`src/rtl/tonereg_pkg.sv`:
```
package tonereg_pkg;
  localparam int DW = 4;

  typedef struct packed {
    logic cpt_en;    // bit 3
    logic fast_det;  // bit 2
    logic det_en;    // bit 1
    logic dtmf_en;   // bit 0
  } ctrl_t;

  localparam logic [1:0] A_TXCODE = 2'b00;
  localparam logic [1:0] A_RXDATA = 2'b01;
  localparam logic [1:0] A_CTRL   = 2'b10;
  localparam logic [1:0] A_STATUS = 2'b11;
endpackage

```
`src/rtl/tonereg_sync.sv`:
```
module tonereg_sync #(
  parameter int WIDTH = 1,
  parameter int STAGES = 2,
  parameter logic [WIDTH-1:0] RST_VAL = '0
) (
  input  logic             clk,
  input  logic             rst,
  input  logic [WIDTH-1:0] d,
  output logic [WIDTH-1:0] q
);
  logic [WIDTH-1:0] stg [STAGES];

  always_ff @(posedge clk) begin
    if (rst) begin
      for (int i = 0; i < STAGES; i++) stg[i] <= RST_VAL;
    end else begin
      stg[0] <= d;
      for (int i = 1; i < STAGES; i++) stg[i] <= stg[i-1];
    end
  end

  assign q = stg[STAGES-1];
endmodule

```
`src/rtl/tonereg_bus.sv`:
```
module tonereg_bus #(
  parameter int DW = tonereg_pkg::DW,
  parameter int SYNC = 2
) (
  input  logic          clk,
  input  logic          rst,
  input  logic          intel_mode,
  input  logic          cs_n,
  input  logic          ale,
  input  logic          rd_n,
  input  logic          wr_n,
  input  logic [DW-1:0] din,
  output logic          wr_stb,
  output logic          wr_ctrl,
  output logic [DW-1:0] wr_data,
  output logic          rd_act,
  output logic          rd_status,
  output logic          rd_end_status
);
  import tonereg_pkg::*;
  localparam int VW = DW + 4;
  localparam logic [VW-1:0] IDLE = {4'b1011, {DW{1'b0}}};

  logic [VW-1:0] raw_v, syn_v;
  logic cs_s, ale_s, rd_s, wr_s;
  logic [DW-1:0] d_s;
  logic rd_p, wr_p, ale_p;
  logic [1:0] addr_q;
  logic mot_sel_q, stat_rd_q;
  logic rd_rise, rd_fall, wr_rise, ale_fall;

  assign raw_v = {cs_n, ale, rd_n, wr_n, din};

  tonereg_sync #(.WIDTH(VW), .STAGES(SYNC), .RST_VAL(IDLE)) u_sync (
    .clk(clk), .rst(rst), .d(raw_v), .q(syn_v)
  );

  assign {cs_s, ale_s, rd_s, wr_s, d_s} = syn_v;
  assign rd_rise  = rd_s & ~rd_p;
  assign rd_fall  = ~rd_s & rd_p;
  assign wr_rise  = wr_s & ~wr_p;
  assign ale_fall = ~ale_s & ale_p;

  always_ff @(posedge clk) begin
    if (rst) begin
      rd_p <= 1'b1; wr_p <= 1'b1; ale_p <= 1'b0;
      addr_q <= A_TXCODE; mot_sel_q <= 1'b0; stat_rd_q <= 1'b0;
      wr_stb <= 1'b0; wr_ctrl <= 1'b0; wr_data <= '0;
    end else begin
      rd_p <= rd_s; wr_p <= wr_s; ale_p <= ale_s;
      stat_rd_q <= rd_act & rd_status;
      wr_stb <= 1'b0;
      if (intel_mode) begin
        if (ale_fall) addr_q <= d_s[1:0];
        if (wr_rise && !cs_s && !addr_q[0]) begin
          wr_stb  <= 1'b1;
          wr_ctrl <= (addr_q == A_CTRL);
          wr_data <= d_s;
        end
      end else begin
        if (rd_rise) mot_sel_q <= ale_s;
        if (rd_fall && !cs_s && !wr_s) begin
          wr_stb  <= 1'b1;
          wr_ctrl <= ale_s;
          wr_data <= d_s;
        end
      end
    end
  end

  always_comb begin
    if (intel_mode) begin
      rd_act    = ~rd_s & ~cs_s;
      rd_status = (addr_q == A_STATUS);
    end else begin
      rd_act    = rd_s & ~cs_s & wr_s;
      rd_status = rd_rise ? ale_s : mot_sel_q;
    end
  end

  assign rd_end_status = stat_rd_q & ~(rd_act & rd_status);
endmodule

```
`src/rtl/tonereg_status.sv`:
```
module tonereg_status (
  input  logic clk,
  input  logic rst,
  input  logic pd,
  input  logic det_en,
  input  logic dtmf_present,
  input  logic fax_raw,
  input  logic cpt_raw,
  input  logic rd_clear,
  output logic pres_q,
  output logic fax_q,
  output logic cpt_q,
  output logic flag_q
);
  logic pres_m, fax_m, cpt_m, set_ev, all_gone;

  assign pres_m   = dtmf_present & ~pd;
  assign cpt_m    = cpt_raw & det_en & ~pd;
  assign fax_m    = fax_raw & det_en & ~cpt_raw & ~pd;
  assign set_ev   = (pres_m & ~pres_q) | (fax_m & ~fax_q) | (cpt_m & ~cpt_q);
  assign all_gone = ~pres_m & ~fax_m & ~cpt_m;

  always_ff @(posedge clk) begin
    if (rst) begin
      pres_q <= 1'b0; fax_q <= 1'b0; cpt_q <= 1'b0; flag_q <= 1'b0;
    end else begin
      pres_q <= pres_m;
      fax_q  <= fax_m;
      cpt_q  <= cpt_m;
      if (pd)                       flag_q <= 1'b0;
      else if (set_ev)              flag_q <= 1'b1;
      else if (rd_clear || all_gone) flag_q <= 1'b0;
    end
  end
endmodule

```
`src/rtl/tonereg_top.sv`:
```
module tonereg_top #(
  parameter int DW = tonereg_pkg::DW,
  parameter int SYNC = 2
) (
  input  logic          clk,
  input  logic          rst,
  input  logic          bus_sel,
  input  logic          pwr_down,
  input  logic          cs_n,
  input  logic          ale,
  input  logic          rd_n,
  input  logic          wr_n,
  input  logic [DW-1:0] din,
  output logic [DW-1:0] dout,
  output logic          bus_oe,
  input  logic          dtmf_present,
  input  logic [DW-1:0] dtmf_code,
  input  logic          fax_raw,
  input  logic          cpt_raw,
  output logic [DW-1:0] tx_code,
  output logic          cpt_gen_en,
  output logic          fast_detect,
  output logic          det_out_en,
  output logic          dtmf_gen_en,
  output logic          fax_out,
  output logic          cpt_out
);
  import tonereg_pkg::*;

  logic wr_stb, wr_ctrl, rd_act, rd_status, rd_end_status;
  logic [DW-1:0] wr_data, stat_word, rx_word;
  logic pres_q, flag_q;
  ctrl_t ctrl_q;

  tonereg_bus #(.DW(DW), .SYNC(SYNC)) u_bus (
    .clk(clk), .rst(rst), .intel_mode(bus_sel),
    .cs_n(cs_n), .ale(ale), .rd_n(rd_n), .wr_n(wr_n), .din(din),
    .wr_stb(wr_stb), .wr_ctrl(wr_ctrl), .wr_data(wr_data),
    .rd_act(rd_act), .rd_status(rd_status), .rd_end_status(rd_end_status)
  );

  tonereg_status u_status (
    .clk(clk), .rst(rst), .pd(pwr_down), .det_en(ctrl_q.det_en),
    .dtmf_present(dtmf_present), .fax_raw(fax_raw), .cpt_raw(cpt_raw),
    .rd_clear(rd_end_status),
    .pres_q(pres_q), .fax_q(fax_out), .cpt_q(cpt_out), .flag_q(flag_q)
  );

  always_ff @(posedge clk) begin
    if (rst || pwr_down) begin
      ctrl_q  <= '0;
      tx_code <= '0;
    end else if (wr_stb) begin
      if (wr_ctrl) ctrl_q  <= ctrl_t'(wr_data[3:0]);
      else         tx_code <= wr_data;
    end
  end

  assign stat_word = DW'({~pres_q, fax_out, cpt_out, flag_q});
  assign rx_word   = pwr_down ? '0 : dtmf_code;

  always_ff @(posedge clk) begin
    if (rst) begin
      bus_oe <= 1'b0;
      dout   <= '0;
    end else begin
      bus_oe <= rd_act;
      dout   <= rd_act ? (rd_status ? stat_word : rx_word) : '0;
    end
  end

  assign cpt_gen_en  = ctrl_q.cpt_en;
  assign fast_detect = ctrl_q.fast_det;
  assign det_out_en  = ctrl_q.det_en;
  assign dtmf_gen_en = ctrl_q.dtmf_en;
endmodule

```
`config.mk`:
```
export PLATFORM = sky130hd
export DESIGN_NAME = tonereg_top
export DESIGN_NICKNAME = d
export VERILOG_FILES = /design/src/rtl/tonereg_pkg.sv /design/src/rtl/tonereg_sync.sv /design/src/rtl/tonereg_bus.sv /design/src/rtl/tonereg_status.sv /design/src/rtl/tonereg_top.sv
export SDC_FILE = /design/constraint.sdc
export NUM_CORES = 1
export LEC_CHECK = 0
export BUFFER_PORTS_ARGS = -buffer_cell sky130_fd_sc_hd__buf_2
export CAP_MARGIN = 10
export CORE_MARGIN = 5
export CORE_UTILIZATION = 35
export CTS_CLUSTER_DIAMETER = 50
export DETAILED_ROUTE_END_ITERATION = 6
export SLEW_MARGIN = 10
export SYNTH_ARGS = -nofsm -noshare
export SYNTH_HDL_FRONTEND = slang
export SYNTH_SLANG_ARGS = --single-unit
```
`constraint.sdc`:
```
create_clock -name clk -period 1.7 [get_ports clk]
set_input_delay 0.17 -clock clk [delete_from_list [all_inputs] [get_ports clk]]
set_output_delay 0.17 -clock clk [all_outputs]
set_load 0.01 [all_outputs]
```
==> summary.txt, run 1 <==
Run status
  – Outcome: finished, final reports clean

Yosys
  – #FFs+latches synth: 46
  – Post-synth top area cell: dfxtp_1
  – Mapped Area: 1670 µm²
  – Post-synthesis sequential area ratio: 0.552
  – Yosys warns: 0
  – Syn Inst Count: 159
  – Syn nets: 178
  – Area contributors post-synth: dfxtp_1, mux2i_1, nor2b_1
  – Syn Area/Cell: 10.5 µm²
  – Yosys top cell area share: 0.552
  – Cell variety after synth: 36

Power
  – Max VDD drop: 416 µV
  – Total power: 0.00200 W
  – P_leak: 0.810 nW
  – Pwr Density: 1010 nW/µm²

Setup path
  – Worst endpoint required time: 1.88 ns
  – CP top delay family: simple AND/OR/NAND/NOR gates
  – Worst path cell trace: or4b_4, a21oi_4, mux2i_1, nor2_1
  – Startpoint types: flip-flop
  – Critical Path Stages: 4
  – Crit path largest cell delay: 0.54 ns
  – Crit-path max FO: 6
  – CP Data Arrival Time: 1.75 ns
  – Reg2reg path depth: 4
  – Critical path buffer and inverter count: 0
  – Slowest-stage cell, CP: or4b_4
  – Worst setup EP type: flip-flop
  – Setup CP Type: reg2reg

Clocking
  – CTS Hold Bufs: 0
  – Sink Count: 46
  – Post-CTS Resized: 0
  – Root Driver: clkbuf_8
  – Clock Tree Buf Depth: 2
  – CTS tree: done
  – Post-CTS setup buffers: 0
  – Clock Latency Late Sink: 0.29 ns
  – Number of CTS-inserted buffers: 5
  – Htree depth: 2
  – CTS clock-pin slew for the worst setup and hold paths: 0.08 ns

Global route
  – Initial antenna violation count: 0
  – GRT Util Overall: 0.0959
  – GRT Residual Overflow: 0
  – Pin count of the biggest net entering global routing: 29
  – Via count of the first global-routing pass: 1043
  – First-pass GRT wire length: 4620 µm

Placement
  – Routability Congestion: 0.747
  – Placed cell area: 1880 µm²
  – Port Buffers: 33
  – Post-DP HPWL: 2010 µm

Floorplanning
  – I/O pin count: 34
  – Die area: 6250 µm²
  – # rows: 25
  – Die height: 79.0 µm
  – Initial Util: 0.358
  – Horiz. Die Dim: 79.0 µm
  – Placeable Area: 4660 µm²

STA
  – Worst clock skew: 0.00412 ns
  – Setup repair after global routing missed its margin: false
  – Final hold vios: 0
  – Final setup fails: 0
  – Tmin final: 1.57 ns
  – Fmax: 0.635 GHz
  – Final period util: 0.926
  – Slew of the pin with the lowest slew margin: 0.468 ns
  – Final Max Slew Viols: 0
  – Final setup TNS: 0 ns
  – Worst slew margin relative to its limit: 0.688
  – Min Hold Slack: 0.0529 ns

Detailed routing
  – Number of remaining DRC errors: 0
  – Vias: 1141
  – Drt total wl: 2750 µm
  – DRC marker count from the first detailed-route iteration: 40
  – WL/cell: 11.0 µm
  – Post-route ant nets: 0
  – Drt via density: 4.56
  – DRT Pass-1 Iters: 4

Cells and area
  – Diode count: 0
  – Finished Cell Area: 1990 µm²
  – Final Util: 0.427
  – Final net count: 215
  – Proportion of layout cells with a drive suffix above 1: 0.296
  – Area Growth Syn to Fin: 19.2%

Worst hold path
  – Hold path depth: 2
  – Worst min path class: in2reg

Flow run
  – Maxcap violations: 0
## cell usage after synthesis
library cell and count:
or3b_1 2, nand4bb_4 1, a2bb2oi_1 1, and2_1 1
a221oi_2 1, nor3b_1 1, nor4b_1 1, nor4b_2 1
a221o_1 1, nand3b_1 1, clkbuf_1 3, a21oi_4 1
or3b_2 1, a21oi_1 9, inv_1 6, a211o_1 1
o22ai_1 1, clkbuf_8 1, or4b_4 1, or2_2 9
mux2i_1 12, buf_6 2, dfxtp_1 46, nor2b_1 12
nand2b_1 4, nand4b_1 1, o21a_1 1, nor2_1 16
a21o_1 1, or3_1 1, nor4_1 1, nand3_1 5
nand2_1 10, nor3_1 1, o311ai_0 1, o21ai_0 1
## power by group
group	switching [W]	total, W	internal, W
clock	0.000330	0.000800	0.000470
sequential	0.0000104	0.00111	0.00110
combinational	0.0000446	0.0000922	0.0000476
## cells in the final DEF (no fill, tap or decap), drive strengths merged, types with 2 or more instances in the layout
cell	n
dfxtp	46
buf	36
nor2	16
mux2i	12
nor2b	12
nand2	10
a21oi	10
or2	9
inv	6
clkbuf	6
nand3	5
nand2b	4
or3b	3
nor4b	2
## worst register-to-register path, stage by stage, from the launching register on
cell	delay [ns]
dfxtp_1	0.35
or4b_4	0.54
a21oi_4	0.29
mux2i_1	0.22
nor2_1	0.05
## final timing paths
path / startpoint / to / slack [ns]
worst max-delay path: u_bus.u_sync.stg[0][12] / u_bus.wr_ctrl / 0.13
worst min-delay path: cs_n / u_bus.u_sync.stg[0][7] / 0.05
worst max register to register: u_bus.u_sync.stg[0][12] / u_bus.wr_ctrl / 0.13
worst min register to register: u_bus.u_sync.stg[0][5] / u_bus.u_sync.stg[0][13] / 0.41
## registers in the layout, summed over array words and instances, names as in the netlist, 2 cells and up
register / count
u_bus.addr_q: 2
u_bus.u_sync.stg: 16
tx_code: 4
u_bus.wr_data: 4
dout: 4
## cells by family after synthesis
family | Yosys count | share of synthesized area
flip-flops | 46 | 0.552
buffers and inverters | 12 | 0.0420
AND/OR/NAND/NOR | 70 | 0.251
multiplexers | 12 | 0.0720
AO/OA/AOI/OAI | 19 | 0.0833
## layer usage
metal / part of all wire / GRT usage / vias to the layer above / routed length (µm)
met5: 0 / 0 / - / 0
met4: 0.015 / 0.0412 / 0 / 40
met3: 0.088 / 0.0488 / 5 / 241
met2: 0.40 / 0.140 / 36 / 1100
met1: 0.50 / 0.118 / 496 / 1370
li1: - / - / 604 / -
## layout make-up
| cell class | count | area (µm²) |
|---|---|---|
| multi-input combinational | 101 | 677 |
| fill | 440 | 2670 |
| timing repair buffer | 36 | 188 |
| clock buffer | 6 | 82.6 |
| sequential | 46 | 921 |
| tap | 54 | 67.6 |
| clock inverter | 1 | 30.0 |
| inverter | 6 | 22.5 |
## stage by stage
step	std cells	worst slack [ns]
floorplan	159	0.235
global placement	243	0.164
detailed placement	243	0.144
CTS	250	0.121
global route	250	0.0390
finish	250	0.126
No activity file was read; power rests on OpenSTA's default activity.
==> inputs of run 2 (changes only) <==
Settings changed: CORE_UTILIZATION 35 to 53, GPL_TIMING_DRIVEN set to 0, PLACE_DENSITY set to 0.77, SLEW_MARGIN 10 to not set.
==> run 2 against run 1 <==
  * Critical path depth unchanged
  * Combinational power grew 14%
  * Core utilization rose by 23 points
  * Count of clock-buffer cells in the layout increased by 1
  * Clock power shrank 36%
  * Clock skew grew 0.0064 ns
  * Via count up 6.5%
  * Routed wire length is 5.6% higher
  * Register-to-register slack hardly changed
  * Fmax grew 0.76%
  * Sequential power about the same
  * Largest cell class unchanged
  * Highest routed layer unchanged
==> summary.txt, run 2 (synthesized netlist as in run 1, its figures left out) <==
Setup path
  – Critical path buffer and inverter count: 0 (unchanged)
  – Worst setup EP type: flip-flop
  – Reg2reg path depth: 4 (unchanged)
  – Setup CP Type: reg2reg
  – Worst r2r src: u_bus.rd_p
  – Startpoint types: flip-flop
  – CP Data Arrival Time: 1.82 ns (+0.07 ns)
  – Crit-path max FO: 6 (unchanged)
  – Worst path cell trace: or4b_4, a21oi_4, mux2i_1, nor2_1
  – CP top delay family: simple AND/OR/NAND/NOR gates
  – Worst R2R Setup Slack: 0.14 ns (about the same)
  – Slowest-stage cell, CP: or4b_4
  – RR Endpoint: u_bus.wr_data[1]
  – Crit path largest cell delay: 0.50 ns (-0.04 ns)
  – Worst endpoint required time: 1.95 ns (+0.07 ns)

Power
  – Register share of total power: 0.643 (+0.089)
  – Max VDD drop: 694 µV (+67%)
  – Comb power frac: 0.061 (+0.015)
  – Psw: 0.000370 W (-4.0%)
  – P_leak: 0.816 nW (+0.66%)
  – Clock power frac: 0.296 (-0.104)
  – Pwr Density: 869 nW/µm² (-14%)
  – Internal power: 0.00136 W (-16%)
  – Switching share of power: 0.214 (+0.0218)

Global route
  – Pin count of the biggest net entering global routing: 14 (-52%)
  – Initial antenna violation count: 0 (unchanged)
  – GRT Util Overall: 0.156 (+0.0599)
  – First-pass GRT wire length: 5190 µm (+12%)
  – Via count of the first global-routing pass: 1204 (+15%)
  – GRT Residual Overflow: 0 (unchanged)

Detailed routing
  – Drt total wl: 2910 µm (+5.6%)
  – WL/cell: 11.8 µm (+6.9%)
  – Post-route ant nets: 0 (unchanged)
  – DRC marker count from the first detailed-route iteration: 47 (+18%)
  – Number of remaining DRC errors: 0 (unchanged)
  – DRT Pass-1 Iters: 4 (unchanged)
  – Drt via density: 4.92 (+7.8%)
  – Vias: 1215 (+6.5%)

Cells and area
  – Final net count: 221 (+2.8%)
  – Top reg by flops: u_bus.u_sync.stg
  – Finished Cell Area: 1990 µm² (about the same)
  – Proportion of layout cells with a drive suffix above 1: 0.286 (-0.0102)
  – Multi-input gate area: 686 µm² (+1.3%)
  – Most frequent cells in the layout: dfxtp_1, buf_2, nor2_1
  – Diode count: 0 (unchanged)
  – Filler Cells Inserted: 252 (-43%)
  – FF/Latch Area: 921 µm² (unchanged)
  – Area Growth Syn to Fin: 19.1% (about the same)
  – Largest register FFs: 16 (unchanged)
  – Most common cell after layout, fill and taps aside: dfxtp_1

STA
  – Tmin final: 1.56 ns (-0.0119 ns)
  – Fmax: 0.640 GHz (+0.76%)
  – Setup repair after global routing missed its margin: false
  – Setup ws final: 0.138 ns (+0.0119 ns)
  – Final period util: 0.919 (-0.00699)
  – Worst slew margin relative to its limit: 0.630 (-0.0580)
  – Min Hold Slack: 0.0247 ns (-0.0281 ns)
  – Final Max Slew Viols: 0 (unchanged)
  – Final setup TNS: 0 ns (unchanged)
  – Slew of the pin with the lowest slew margin: 0.555 ns (+0.0871 ns)
  – Final setup fails: 0 (unchanged)
  – Worst clock skew: 0.0105 ns (+0.00636 ns)
  – Final hold vios: 0 (unchanged)

Worst hold path
  – Hold path depth: 2 (unchanged)
  – Worst min path class: in2reg
  – Hold Path End: u_bus.u_sync.stg[0][3]
  – HP Start: din[3]

Placement
  – Port Buffers: 33 (unchanged)
  – Setup WS pre-CTS: 0.0473 ns (-0.0969 ns)
  – Placed cell area: 1890 µm² (+0.67%)
  – Routability Congestion: 0.746 (-0.11%)
  – Post-DP HPWL: 2190 µm (+9.3%)

Floorplanning
  – Die area: 4370 µm² (-30%)
  – Horiz. Die Dim: 66.1 µm (-16%)
  – Die height: 66.1 µm (-16%)
  – Placeable Area: 3030 µm² (-35%)
  – # rows: 20 (-20%)
  – I/O pin count: 34 (unchanged)
  – Initial Util: 0.551 (+0.193)

Clocking
  – Root Driver: clkbuf_4
  – CTS clock-pin slew for the worst setup and hold paths: 0.12 ns (+0.04 ns)
  – Post-CTS setup buffers: 0 (unchanged)
  – Clock Tree Buf Depth: 2 (unchanged)
  – Sink Count: 46 (unchanged)
  – Htree depth: 2 (unchanged)
  – CTS tree: done
  – Clock Latency Late Sink: 0.34 ns (+0.05 ns)
  – Number of CTS-inserted buffers: 5 (unchanged)

Run status
  – Outcome: finished, final reports clean

Flow run
  – Maxcap violations: 0 (unchanged)
[run 2: cell types whose count changed in the layout (fill, tap and decap cells not counted)]
| cell | previous run | this run |
|---|---|---|
| clkbuf_8 | 6 | 2 |
| dlygate4sd3_1 | 0 | 3 |
| buf_6 | 0 | 2 |
| clkbuf_1 | 0 | 4 |
| bufinv_16 | 1 | 0 |
| clkbuf_4 | 0 | 5 |
| nor4b_2 | 1 | 0 |
| buf_4 | 3 | 0 |
| nor4b_4 | 0 | 1 |
| clkinv_2 | 0 | 1 |
[run 2: worst max path at each step]
stage / slack, ns / depth (start not counted) / startpoint / endpoint
after CTS: 0.12 / 4 / u_bus.u_sync.stg[0][13] / dout[1]
final: 0.14 / 4 / u_bus.rd_p / u_bus.wr_data[1]
after global placement: 0.06 / 6 / bus_sel / u_bus.wr_data[3]
after floorplan: 0.24 / 4 / u_bus.u_sync.stg[0][12] / u_bus.wr_ctrl
after detailed placement: 0.05 / 6 / bus_sel / u_bus.wr_data[1]
after global routing: 0.002 / 4 / u_bus.rd_p / u_bus.wr_data[3]
[run 2: power groups by stage]
stage	clock network [W]	logic (W)	registers, W
floorplan	0	0.0000620	0.00113
global placement	0	0.0000950	0.00113
detailed placement	0	0.0000993	0.00114
CTS	0.000534	0.000105	0.00111
global route	0.000587	0.000118	0.00112
finish	0.000511	0.000105	0.00111
[run 2: layout make-up]
cell class / instances / area share
inverter: 6 / 0.0113
sequential: 46 / 0.463
tap: 44 / 0.0277
clock inverter: 1 / 0.00252
buffer: 6 / 0.0239
timing repair buffer: 36 / 0.0982
multi-input combinational: 101 / 0.345
clock buffer: 7 / 0.0277
[run 2: metal layers]
metal / up-vias / GRT usage / part of all wire / routed length, µm
met5: - / 0 / 0 / 0
met4: 0 / 0.0711 / 0.014 / 42
met3: 4 / 0.0595 / 0.058 / 170
met2: 30 / 0.257 / 0.50 / 1460
met1: 557 / 0.177 / 0.42 / 1230
li1: 624 / - / - / -
[run 2: worst register-to-register path: stages (launching register included)]
cell and delay, ns:
dfxtp_1 0.42, or4b_4 0.50, a21oi_4 0.28, mux2i_1 0.22, nor2_1 0.05
[run 2: metrics by stage]
step                 util  power (W)  cells
detailed placement  0.624    0.00123    236
global route        0.656    0.00182    247
floorplan               -    0.00119    159
global placement    0.624    0.00123    236
CTS                 0.653    0.00175    247
finish              0.656    0.00173    247
[run 2: timing repair]
action                                  CTS  global route
hold buffers                              3             0
endpoints found under the setup margin    0             1
gates resized for setup                   0             1
endpoints found under the hold margin     3             0
==> inputs of run 3 (changes only) <==
Settings changed: PLACE_DENSITY 0.77 to not set, PLACE_DENSITY_LB_ADDON set to 0.25.
==> run 3 against run 2 <==
  * Clock skew fell by 0.0031 ns
  * Cell area rose by 1.0%
  * Flip-flop and latch count did not move
  * Sequential power barely moved
  * Clock power rose by 23%
  * Critical path type unchanged
==> summary.txt, run 3 (synthesized netlist as in run 1, its figures left out) <==
Run status
  – Outcome: finished, final reports clean

STA
  – Setup repair after global routing missed its margin: false
  – Slew of the pin with the lowest slew margin: 0.560 ns (+0.00541 ns)
  – Final hold vios: 0 (unchanged)
  – Final Max Slew Viols: 0 (unchanged)
  – Min Hold Slack: 0.0222 ns (-0.00251 ns)
  – Tmin final: 1.56 ns (-0.000618 ns)
  – Fmax: 0.640 GHz (about the same)
  – Worst clock skew: 0.00739 ns (-0.00309 ns)
  – Final setup TNS: 0 ns (unchanged)
  – Final period util: 0.919 (about the same)
  – Final setup fails: 0 (unchanged)
  – Worst slew margin relative to its limit: 0.626 (-0.00361)

Cells and area
  – Final net count: 222 (+0.45%)
  – Top reg by flops: u_bus.u_sync.stg
  – Proportion of layout cells with a drive suffix above 1: 0.284 (-0.00140)
  – Most frequent cells in the layout: dfxtp_1, buf_2, nor2_1
  – Final Util: 0.663 (+0.00661)
  – Area Growth Syn to Fin: 20.3%
  – Finished Cell Area: 2010 µm² (+1.0%)
  – Largest register FFs: 16 (unchanged)
  – Most common cell after layout, fill and taps aside: dfxtp_1
  – Diode count: 0 (unchanged)

Setup path
  – Worst setup EP type: flip-flop
  – Worst endpoint required time: 1.96 ns (about the same)
  – Startpoint types: flip-flop
  – Reg2reg path depth: 4 (unchanged)
  – CP Data Arrival Time: 1.82 ns (about the same)
  – Crit-path max FO: 6 (unchanged)
  – Setup CP Type: reg2reg

Clocking
  – Clock Latency Late Sink: 0.35 ns (about the same)
  – Clock Tree Buf Depth: 2 (unchanged)
  – Post-CTS setup buffers: 0 (unchanged)
  – CTS tree: done
  – Number of CTS-inserted buffers: 5 (unchanged)
  – Htree depth: 2 (unchanged)
  – Root Driver: clkbuf_4
  – CTS clock-pin slew for the worst setup and hold paths: 0.12 ns (about the same)
  – Sink Count: 46 (unchanged)

Detailed routing
  – Drt via density: 4.70 (-4.4%)
  – Vias: 1166 (-4.0%)
  – Drt total wl: 2780 µm (-4.4%)
  – WL/cell: 11.2 µm (-4.8%)
  – Number of remaining DRC errors: 0 (unchanged)
  – DRC marker count from the first detailed-route iteration: 53 (+13%)
  – DRT Pass-1 Iters: 4 (unchanged)
  – Post-route ant nets: 0 (unchanged)

Power
  – Max VDD drop: 687 µV (-0.95%)
  – P_leak: 0.816 nW (about the same)
  – Total power: 0.00184 W (+6.8%)
  – Pwr Density: 919 nW/µm² (+5.7%)

Worst hold path
  – Worst min path class: in2reg
  – Hold path depth: 2 (unchanged)

Floorplanning
  – Horiz. Die Dim: 66.1 µm (unchanged)
  – Placeable Area: 3030 µm² (unchanged)
  – Die height: 66.1 µm (unchanged)
  – I/O pin count: 34 (unchanged)
  – Die area: 4370 µm² (unchanged)
  – # rows: 20 (unchanged)
  – Initial Util: 0.551 (unchanged)

Global route
  – GRT Util Overall: 0.140 (-0.0157)
  – First-pass GRT wire length: 4750 µm (-8.5%)
  – Via count of the first global-routing pass: 1124 (-6.6%)
  – GRT Residual Overflow: 0 (unchanged)
  – Pin count of the biggest net entering global routing: 15 (+1)
  – Initial antenna violation count: 0 (unchanged)

Placement
  – Routability Congestion: 0.768 (+2.9%)
  – Port Buffers: 33 (unchanged)
  – Post-DP HPWL: 2110 µm (-3.8%)
  – Placed cell area: 1890 µm² (unchanged)

Flow run
  – Maxcap violations: 0 (unchanged)
run 3: cell count changes in the layout (fill, tap and decap cells not counted):
cell,previous run,this run
bufinv_16,0,1
nor4b_2,0,1
clkinvlp_4,0,1
clkinv_2,1,0
clkbuf_8,2,1
nor4b_4,1,0
dlygate4sd3_1,3,4
run 3: final timing paths:
check / from / to / slack (ns)
worst max-delay path: u_bus.u_sync.stg[0][12] / u_bus.wr_data[0] / 0.14
worst min-delay path: ale / u_bus.u_sync.stg[0][6] / 0.02
worst max register to register: u_bus.u_sync.stg[0][12] / u_bus.wr_data[0] / 0.14
worst min register to register: u_bus.u_sync.stg[0][7] / u_bus.u_sync.stg[0][15] / 0.42
run 3: report_power, final:
| group | switching (W) | internal, W | leakage [nW] |
|---|---|---|---|
| sequential | 0.0000107 | 0.00110 | 0.375 |
| combinational | 0.0000480 | 0.0000570 | 0.403 |
| clock | 0.000318 | 0.000310 | 0.0385 |
run 3: layout make-up:
class | instances | area (µm²)
clock inverters | 2 | 37.5
inverters | 6 | 22.5
plain buffers | 6 | 47.5
repair buffers | 37 | 205
multi-input cells | 101 | 677
clock buffers | 6 | 41.3
flip-flops and latches | 46 | 921
well taps | 44 | 55.1
fillers | 252 | 1020
run 3: metal layers:
layer / share of wire / vias to the layer above / GRT usage
met4: 0.014 / 0 / 0.0584
met1: 0.43 / 508 / 0.163
li1: - / 619 / -
met5: 0 / - / 0
met3: 0.079 / 5 / 0.0476
met2: 0.47 / 34 / 0.233
run 3: repair_timing:
item / in CTS / in global routing
endpoints found under the hold margin: 3 / 1
hold buffers: 3 / 1
resized for setup: 0 / 0
run 3: stage by stage:
| stage | setup slack [ns] | std cells |
|---|---|---|
| CTS | 0.133 | 247 |
| global placement | 0.0585 | 236 |
| detailed placement | 0.0382 | 236 |
| floorplan | 0.235 | 159 |
| global route | 0.0109 | 248 |
| finish | 0.138 | 248 |
run 3: worst max-delay path: stages, from the launching register on:
cell and delay (ns):
dfxtp_1 0.38, or4b_4 0.54, a21oi_4 0.29, mux2i_1 0.22, nor2_1 0.05
